## config.mk

```make
export PLATFORM = sky130hd
export DESIGN_NAME = eprom_read_ctrl
export DESIGN_NICKNAME = d
export VERILOG_FILES = /design/src/rtl/eprom_rd_pkg.sv /design/src/rtl/eprom_countdown.sv /design/src/rtl/eprom_ce_decode.sv /design/src/rtl/eprom_read_ctrl.sv
export SDC_FILE = /design/constraint.sdc
export NUM_CORES = 1
export LEC_CHECK = 0
export BUFFER_PORTS_ARGS = -buffer_cell sky130_fd_sc_hd__buf_2
export CORE_UTILIZATION = 51
export DETAILED_ROUTE_END_ITERATION = 8
export PLACE_DENSITY = 0.78
export REMOVE_ABC_BUFFERS = 1
export SYNTH_ARGS = -nofsm -noshare
export SYNTH_HDL_FRONTEND = slang
export SYNTH_HIERARCHICAL = 1
export SYNTH_SLANG_ARGS = --single-unit
```

## constraint.sdc

```tcl
create_clock -name clk -period 2.5 [get_ports clk]
set_input_delay 0.5 -clock clk [delete_from_list [all_inputs] [get_ports clk]]
set_output_delay 0.5 -clock clk [all_outputs]
set_load 0.01 [all_outputs]
```

## src/rtl/eprom_rd_pkg.sv

```systemverilog
package eprom_rd_pkg;

  typedef enum logic [1:0] {
    ST_IDLE   = 2'd0,
    ST_LEAD   = 2'd1,
    ST_ACCESS = 2'd2
  } rd_state_e;

  // Round a nanosecond figure up to whole clock cycles.
  function automatic int ns_to_cyc(input int ns, input int period_ns);
    return (ns + period_ns - 1) / period_ns;
  endfunction

  function automatic int imax(input int a, input int b);
    return (a > b) ? a : b;
  endfunction

endpackage

```

## src/rtl/eprom_countdown.sv

```systemverilog
module eprom_countdown #(
  parameter int W = 5
) (
  input  logic         clk,
  input  logic         rst,
  input  logic         load_i,
  input  logic [W-1:0] val_i,
  output logic         zero_o
);

  logic [W-1:0] cnt_q;

  always_ff @(posedge clk) begin
    if (rst) begin
      cnt_q <= '0;
    end else if (load_i) begin
      cnt_q <= val_i;
    end else if (cnt_q != '0) begin
      cnt_q <= cnt_q - 1'b1;
    end
  end

  assign zero_o = (cnt_q == '0);

endmodule

```

## src/rtl/eprom_ce_decode.sv

```systemverilog
module eprom_ce_decode #(
  parameter int NUM_DEV = 4,
  parameter int SEL_W   = 2
) (
  input  logic               clk,
  input  logic               rst,
  input  logic               set_i,
  input  logic               clr_i,
  input  logic [SEL_W-1:0]   sel_i,
  output logic [NUM_DEV-1:0] ce_n_o
);

  for (genvar g = 0; g < NUM_DEV; g++) begin : g_line
    logic ce_n_q;
    always_ff @(posedge clk) begin
      if (rst) begin
        ce_n_q <= 1'b1;
      end else if (clr_i) begin
        ce_n_q <= 1'b1;
      end else if (set_i) begin
        ce_n_q <= (sel_i != SEL_W'(g));
      end
    end
    assign ce_n_o[g] = ce_n_q;
  end

endmodule

```

## src/rtl/eprom_read_ctrl.sv

```systemverilog
module eprom_read_ctrl
  import eprom_rd_pkg::*;
#(
  parameter int ADDR_W        = 19,
  parameter int DATA_W        = 8,
  parameter int NUM_DEV       = 4,
  parameter int CLK_PERIOD_NS = 4,
  parameter int T_AA_NS       = 70,
  parameter int T_CE_NS       = 70,
  parameter int T_OE_NS       = 40,
  parameter int T_DF_NS       = 50
) (
  input  logic                                 clk,
  input  logic                                 rst,
  input  logic                                 req_i,
  input  logic [ADDR_W+$clog2(NUM_DEV)-1:0]    addr_i,
  output logic                                 ready_o,
  output logic [DATA_W-1:0]                    rdata_o,
  output logic                                 rvalid_o,
  output logic [ADDR_W-1:0]                    mem_addr_o,
  output logic [NUM_DEV-1:0]                   mem_ce_n_o,
  output logic                                 mem_oe_n_o,
  input  logic [DATA_W-1:0]                    mem_dq_i
);

  localparam int SEL_W   = $clog2(NUM_DEV);
  localparam int AA_CYC  = ns_to_cyc(T_AA_NS, CLK_PERIOD_NS);
  localparam int CE_CYC  = ns_to_cyc(T_CE_NS, CLK_PERIOD_NS);
  localparam int OE_CYC  = ns_to_cyc(T_OE_NS, CLK_PERIOD_NS);
  localparam int DF_CYC  = ns_to_cyc(T_DF_NS, CLK_PERIOD_NS);
  localparam int AC_CYC  = imax(AA_CYC, CE_CYC);
  localparam int LEAD    = (AC_CYC > OE_CYC) ? (AC_CYC - OE_CYC) : 0;
  localparam int CNT_W   = $clog2(imax(imax(LEAD, OE_CYC), DF_CYC) + 1);

  rd_state_e state_q;
  logic      lead_zero, acc_zero, float_zero;
  logic      accept, oe_go, done;

  assign accept = (state_q == ST_IDLE) && req_i;
  assign oe_go  = (state_q == ST_LEAD) && lead_zero && float_zero;
  assign done   = (state_q == ST_ACCESS) && acc_zero;

  // Wait from accept until output-enable may fall.
  eprom_countdown #(.W(CNT_W)) u_lead_cnt (
    .clk    (clk),
    .rst    (rst),
    .load_i (accept),
    .val_i  (CNT_W'(LEAD)),
    .zero_o (lead_zero)
  );

  // Wait from output-enable low until the capture edge.
  eprom_countdown #(.W(CNT_W)) u_acc_cnt (
    .clk    (clk),
    .rst    (rst),
    .load_i (oe_go),
    .val_i  (CNT_W'(OE_CYC)),
    .zero_o (acc_zero)
  );

  // Bus turnaround: previous device may still drive for the float time.
  eprom_countdown #(.W(CNT_W)) u_float_cnt (
    .clk    (clk),
    .rst    (rst),
    .load_i (done),
    .val_i  (CNT_W'(DF_CYC)),
    .zero_o (float_zero)
  );

  eprom_ce_decode #(.NUM_DEV(NUM_DEV), .SEL_W(SEL_W)) u_ce_dec (
    .clk    (clk),
    .rst    (rst),
    .set_i  (accept),
    .clr_i  (done),
    .sel_i  (addr_i[ADDR_W+SEL_W-1:ADDR_W]),
    .ce_n_o (mem_ce_n_o)
  );

  always_ff @(posedge clk) begin
    if (rst) begin
      state_q    <= ST_IDLE;
      ready_o    <= 1'b1;
      mem_oe_n_o <= 1'b1;
      rvalid_o   <= 1'b0;
      rdata_o    <= '0;
      mem_addr_o <= '0;
    end else begin
      rvalid_o <= 1'b0;
      unique case (state_q)
        ST_IDLE: begin
          if (accept) begin
            mem_addr_o <= addr_i[ADDR_W-1:0];
            ready_o    <= 1'b0;
            state_q    <= ST_LEAD;
          end
        end
        ST_LEAD: begin
          if (oe_go) begin
            mem_oe_n_o <= 1'b0;
            state_q    <= ST_ACCESS;
          end
        end
        ST_ACCESS: begin
          if (done) begin
            rdata_o    <= mem_dq_i;
            rvalid_o   <= 1'b1;
            mem_oe_n_o <= 1'b1;
            ready_o    <= 1'b1;
            state_q    <= ST_IDLE;
          end
        end
        default: state_q <= ST_IDLE;
      endcase
    end
  end


  one_ce_chk: assert property (@(posedge clk) disable iff (rst)
    $onehot0(~mem_ce_n_o));


  oe_needs_ce_chk: assert property (@(posedge clk) disable iff (rst)
    !mem_oe_n_o |-> !(&mem_ce_n_o));


  oe_float_chk: assert property (@(posedge clk) disable iff (rst)
    $fell(mem_oe_n_o) |-> $past(float_zero));


  addr_hold_chk: assert property (@(posedge clk) disable iff (rst)
    (!ready_o && $past(!ready_o)) |-> $stable(mem_addr_o));


  valid_after_oe_chk: assert property (@(posedge clk) disable iff (rst)
    rvalid_o |-> ($past(!mem_oe_n_o) && mem_oe_n_o && ready_o));


  busy_ready_chk: assert property (@(posedge clk) disable iff (rst)
    !mem_oe_n_o |-> !ready_o);

endmodule

```

==> results by group <==
Status
  – Status: complete, no violations

Clocking
  – CTS tree: done
  – Later-pin clock latency in the skew report: 0.30 ns
  – Clk sinks: 48
  – Cts repair resizes: 0
  – Root buffer cell: clkbuf_8
  – Post-CTS setup buffer count: 0
  – Num CTS Buffers: 5
  – H-tree Lvls: 2
  – CTS clk-pin slew, worst paths: 0.09 ns
  – Cts hold-fix bufs: 0
  – CTS Buffer Depth: 2

STA
  – Setup TNS: 0 ns
  – Slew @ Worst Pin: 0.553 ns
  – Final critical-path share of the clock period: 0.731
  – Fmax: 548 MHz
  – Relative slew slack: 0.631
  – Final setup vio count: 0
  – Final Hold Viols: 0
  – Final slew viol count: 0
  – RSZ-0062 raised after global routing: no
  – Final min period: 1.83 ns
  – Max Clock Skew: 0.00725 ns

Critical path
  – Worst EP required: 2.71 ns
  – Worst reg2reg endpoint: u_float_cnt/cnt_q[3]
  – Critical path data arrival time: 2.04 ns
  – R2r setup slk: 0.67 ns
  – Crit. Startpoint: u_acc_cnt/cnt_q[0]
  – Reg2reg start: u_acc_cnt/cnt_q[0]
  – Crit Path Max Fanout: 18
  – Setup crit start kind: register
  – Setup crit end kind: register
  – CP Class: reg2reg
  – R2R cell count: 6
  – Worst Setup EP: u_float_cnt/cnt_q[3]

Synthesis
  – Yosys cell types: 36
  – Sequential-to-total area share from yosys stat: 0.417
  – Ys async rst share: 0
  – Syn Area/Cell: 9.98 um2
  – Synth Cell Area: 2310 um2
  – Synth area leaders: dfxtp_1, nand2b_1, mux2i_1
  – Post-synth EDFFs: 0
  – Top FF cell, synth: dfxtp_1
  – Total number of yosys warnings: 6
  – Post-synth top area cell: dfxtp_1
  – Mapped Cells: 231
  – Flops & latches, synth: 48
  – Synth top area share: 0.417

Routing
  – Remaining DRCs: 0
  – DRT iter0 DRCs: 93
  – Number of vias per cell: 4.83
  – Pre-antenna DRT Iters: 4
  – Via Count: 1710
  – Routed WL: 4.12 mm
  – Post-route ant nets: 0
  – WL/cell: 11.6 um

Worst hold path
  – HP Class: in2reg

Final layout
  – Final nets: 336
  – Diodes inserted: 0
  – Fraction of layout cells with a size suffix above 1: 0.311
  – Layout area overhead: 19.2%
  – Most common cell after layout, fill and taps aside: buf_2
  – Most frequent cells in the layout: buf_2, nand2b_1, dfxtp_1
  – Finished Layout Cells: 354
  – Fill count: 371

Floorplan
  – Die height: 69.2 um
  – Die W: 69.2 um
  – Core footprint: 4350 um2
  – Row cnt: 24
  – Starting Density: 0.530
  – IO Pins: 66
  – Die area: 4790 um2

Global route
  – First-pass GRT wire length: 7.31 mm
  – Largest net degree at the start of global routing: 41
  – Vias in the first global route: 1765
  – All-Layer GR Usage: 0.187
  – GRT overflow: 0
  – Initial antenna violation count: 0

Run
  – MaxCap Viol Count: 0

Place
  – Placed Cells incl. Taps: 346
  – Port bufs: 65
  – HPWL after DPL: 2.89 mm
  – Placer Congestion: 0.738

Pwr
  – Leakage: 0.00122 uW
  – Pwr dens: 871 nW/um2
  – Max IR drop VDD: 351 uV
## per-stage QoR
stage / setup slack (ns) / hold WS [ns] / utilization / cell area [um2] / total power, uW
final: 0.674 / 0.446 / 0.631 / 2750 / 2390
after global routing: 0.523 / 0.440 / 0.631 / 2750 / 2560
after CTS: 0.670 / 0.438 / 0.631 / 2750 / 2420
after detailed placement: 0.690 / 0.457 / 0.607 / 2640 / 1850
after global placement: 0.713 / 0.454 / 0.607 / 2640 / 1840
after floorplan: 0.806 / 0.440 / - / 2240 / 1660
## logic make-up after synthesis
group           share of synthesized area
simple gates                        0.303
flops                               0.417
mux                                 0.132
buf+inv                            0.0586
compound gates                     0.0478
xor+xnor                           0.0228
fa+ha+maj                          0.0163
other cells                       0.00326
## sequential cells by signal (all words and copies together), names as in the netlist
name,cells
mem_oe_n_o,1
state_q,2
u_ce_dec/g_line.ce_n_q,4
u_lead_cnt/cnt_q,4
u_float_cnt/cnt_q,4
u_acc_cnt/cnt_q,4
rvalid_o,1
mem_addr_o,19
rdata_o,8
ready_o,1
## power breakdown
group	leakage (uW)	total, uW	switching, uW	internal, uW
Sequential	0.000394	1010	106	903
Combinational	0.000772	831	378	452
Clock	0.0000552	554	257	297
## synthesized netlist by cell type, types with 2 or more instances
| master | instances |
|---|---|
| nor3_1 | 6 |
| o22ai_1 | 6 |
| nor2_1 | 6 |
| o21ai_1 | 3 |
| dfxtp_1 | 48 |
| mux2i_1 | 27 |
| inv_1 | 7 |
| buf_4 | 5 |
| nor2b_1 | 7 |
| nand2_1 | 9 |
| and3b_1 | 2 |
| nand2b_1 | 54 |
| and3b_2 | 4 |
| nor3_2 | 3 |
| xnor2_1 | 6 |
| mux2_2 | 3 |
| ha_1 | 3 |
| conb_1 | 2 |
| buf_12 | 2 |
| nor3b_4 | 3 |
| o32ai_1 | 3 |
| clkbuf_1 | 6 |
| or2_2 | 3 |
## worst min-delay path by stage
stage,start,endpoint,slack (ns),depth (start not counted)
2_1_floorplan,state_q[1],state_q[0],0.44,1
4_1_cts,addr_i[1],mem_addr_o[1],0.44,3
5_1_grt,addr_i[1],mem_addr_o[1],0.44,3
3_3_place_gp,mem_addr_o[11],mem_addr_o[11],0.45,2
3_5_place_dp,mem_addr_o[16],mem_addr_o[16],0.46,2
6_report,addr_i[1],mem_addr_o[1],0.45,3
## area by class of cell
type | instances | area, um2 | area share
flip-flops and latches | 48 | 961 | 0.350
clock inverters | 2 | 35.0 | 0.0127
inverters | 8 | 35.0 | 0.0127
repair buffers | 66 | 333 | 0.121
well taps | 52 | 65.1 | 0.0237
multi-input cells | 172 | 1250 | 0.454
clock buffers | 6 | 72.6 | 0.0264
## critical path, stage by stage (launching register included)
cell and delay [ns]:
dfxtp_1 0.35, inv_1 0.07, ha_1 0.22, nor3b_4 0.17, and3b_2 0.35, or2_2 0.37
o32ai_1 0.21
## routing by layer
metal,GRT usage,vias to the layer above,wire length (um)
met5,0,-,0
met4,0.0771,0,73
met3,0.0654,7,270
met2,0.328,57,1960
met1,0.203,753,1820
li1,-,893,-
Note: power is estimated with default switching activity, not from simulation.
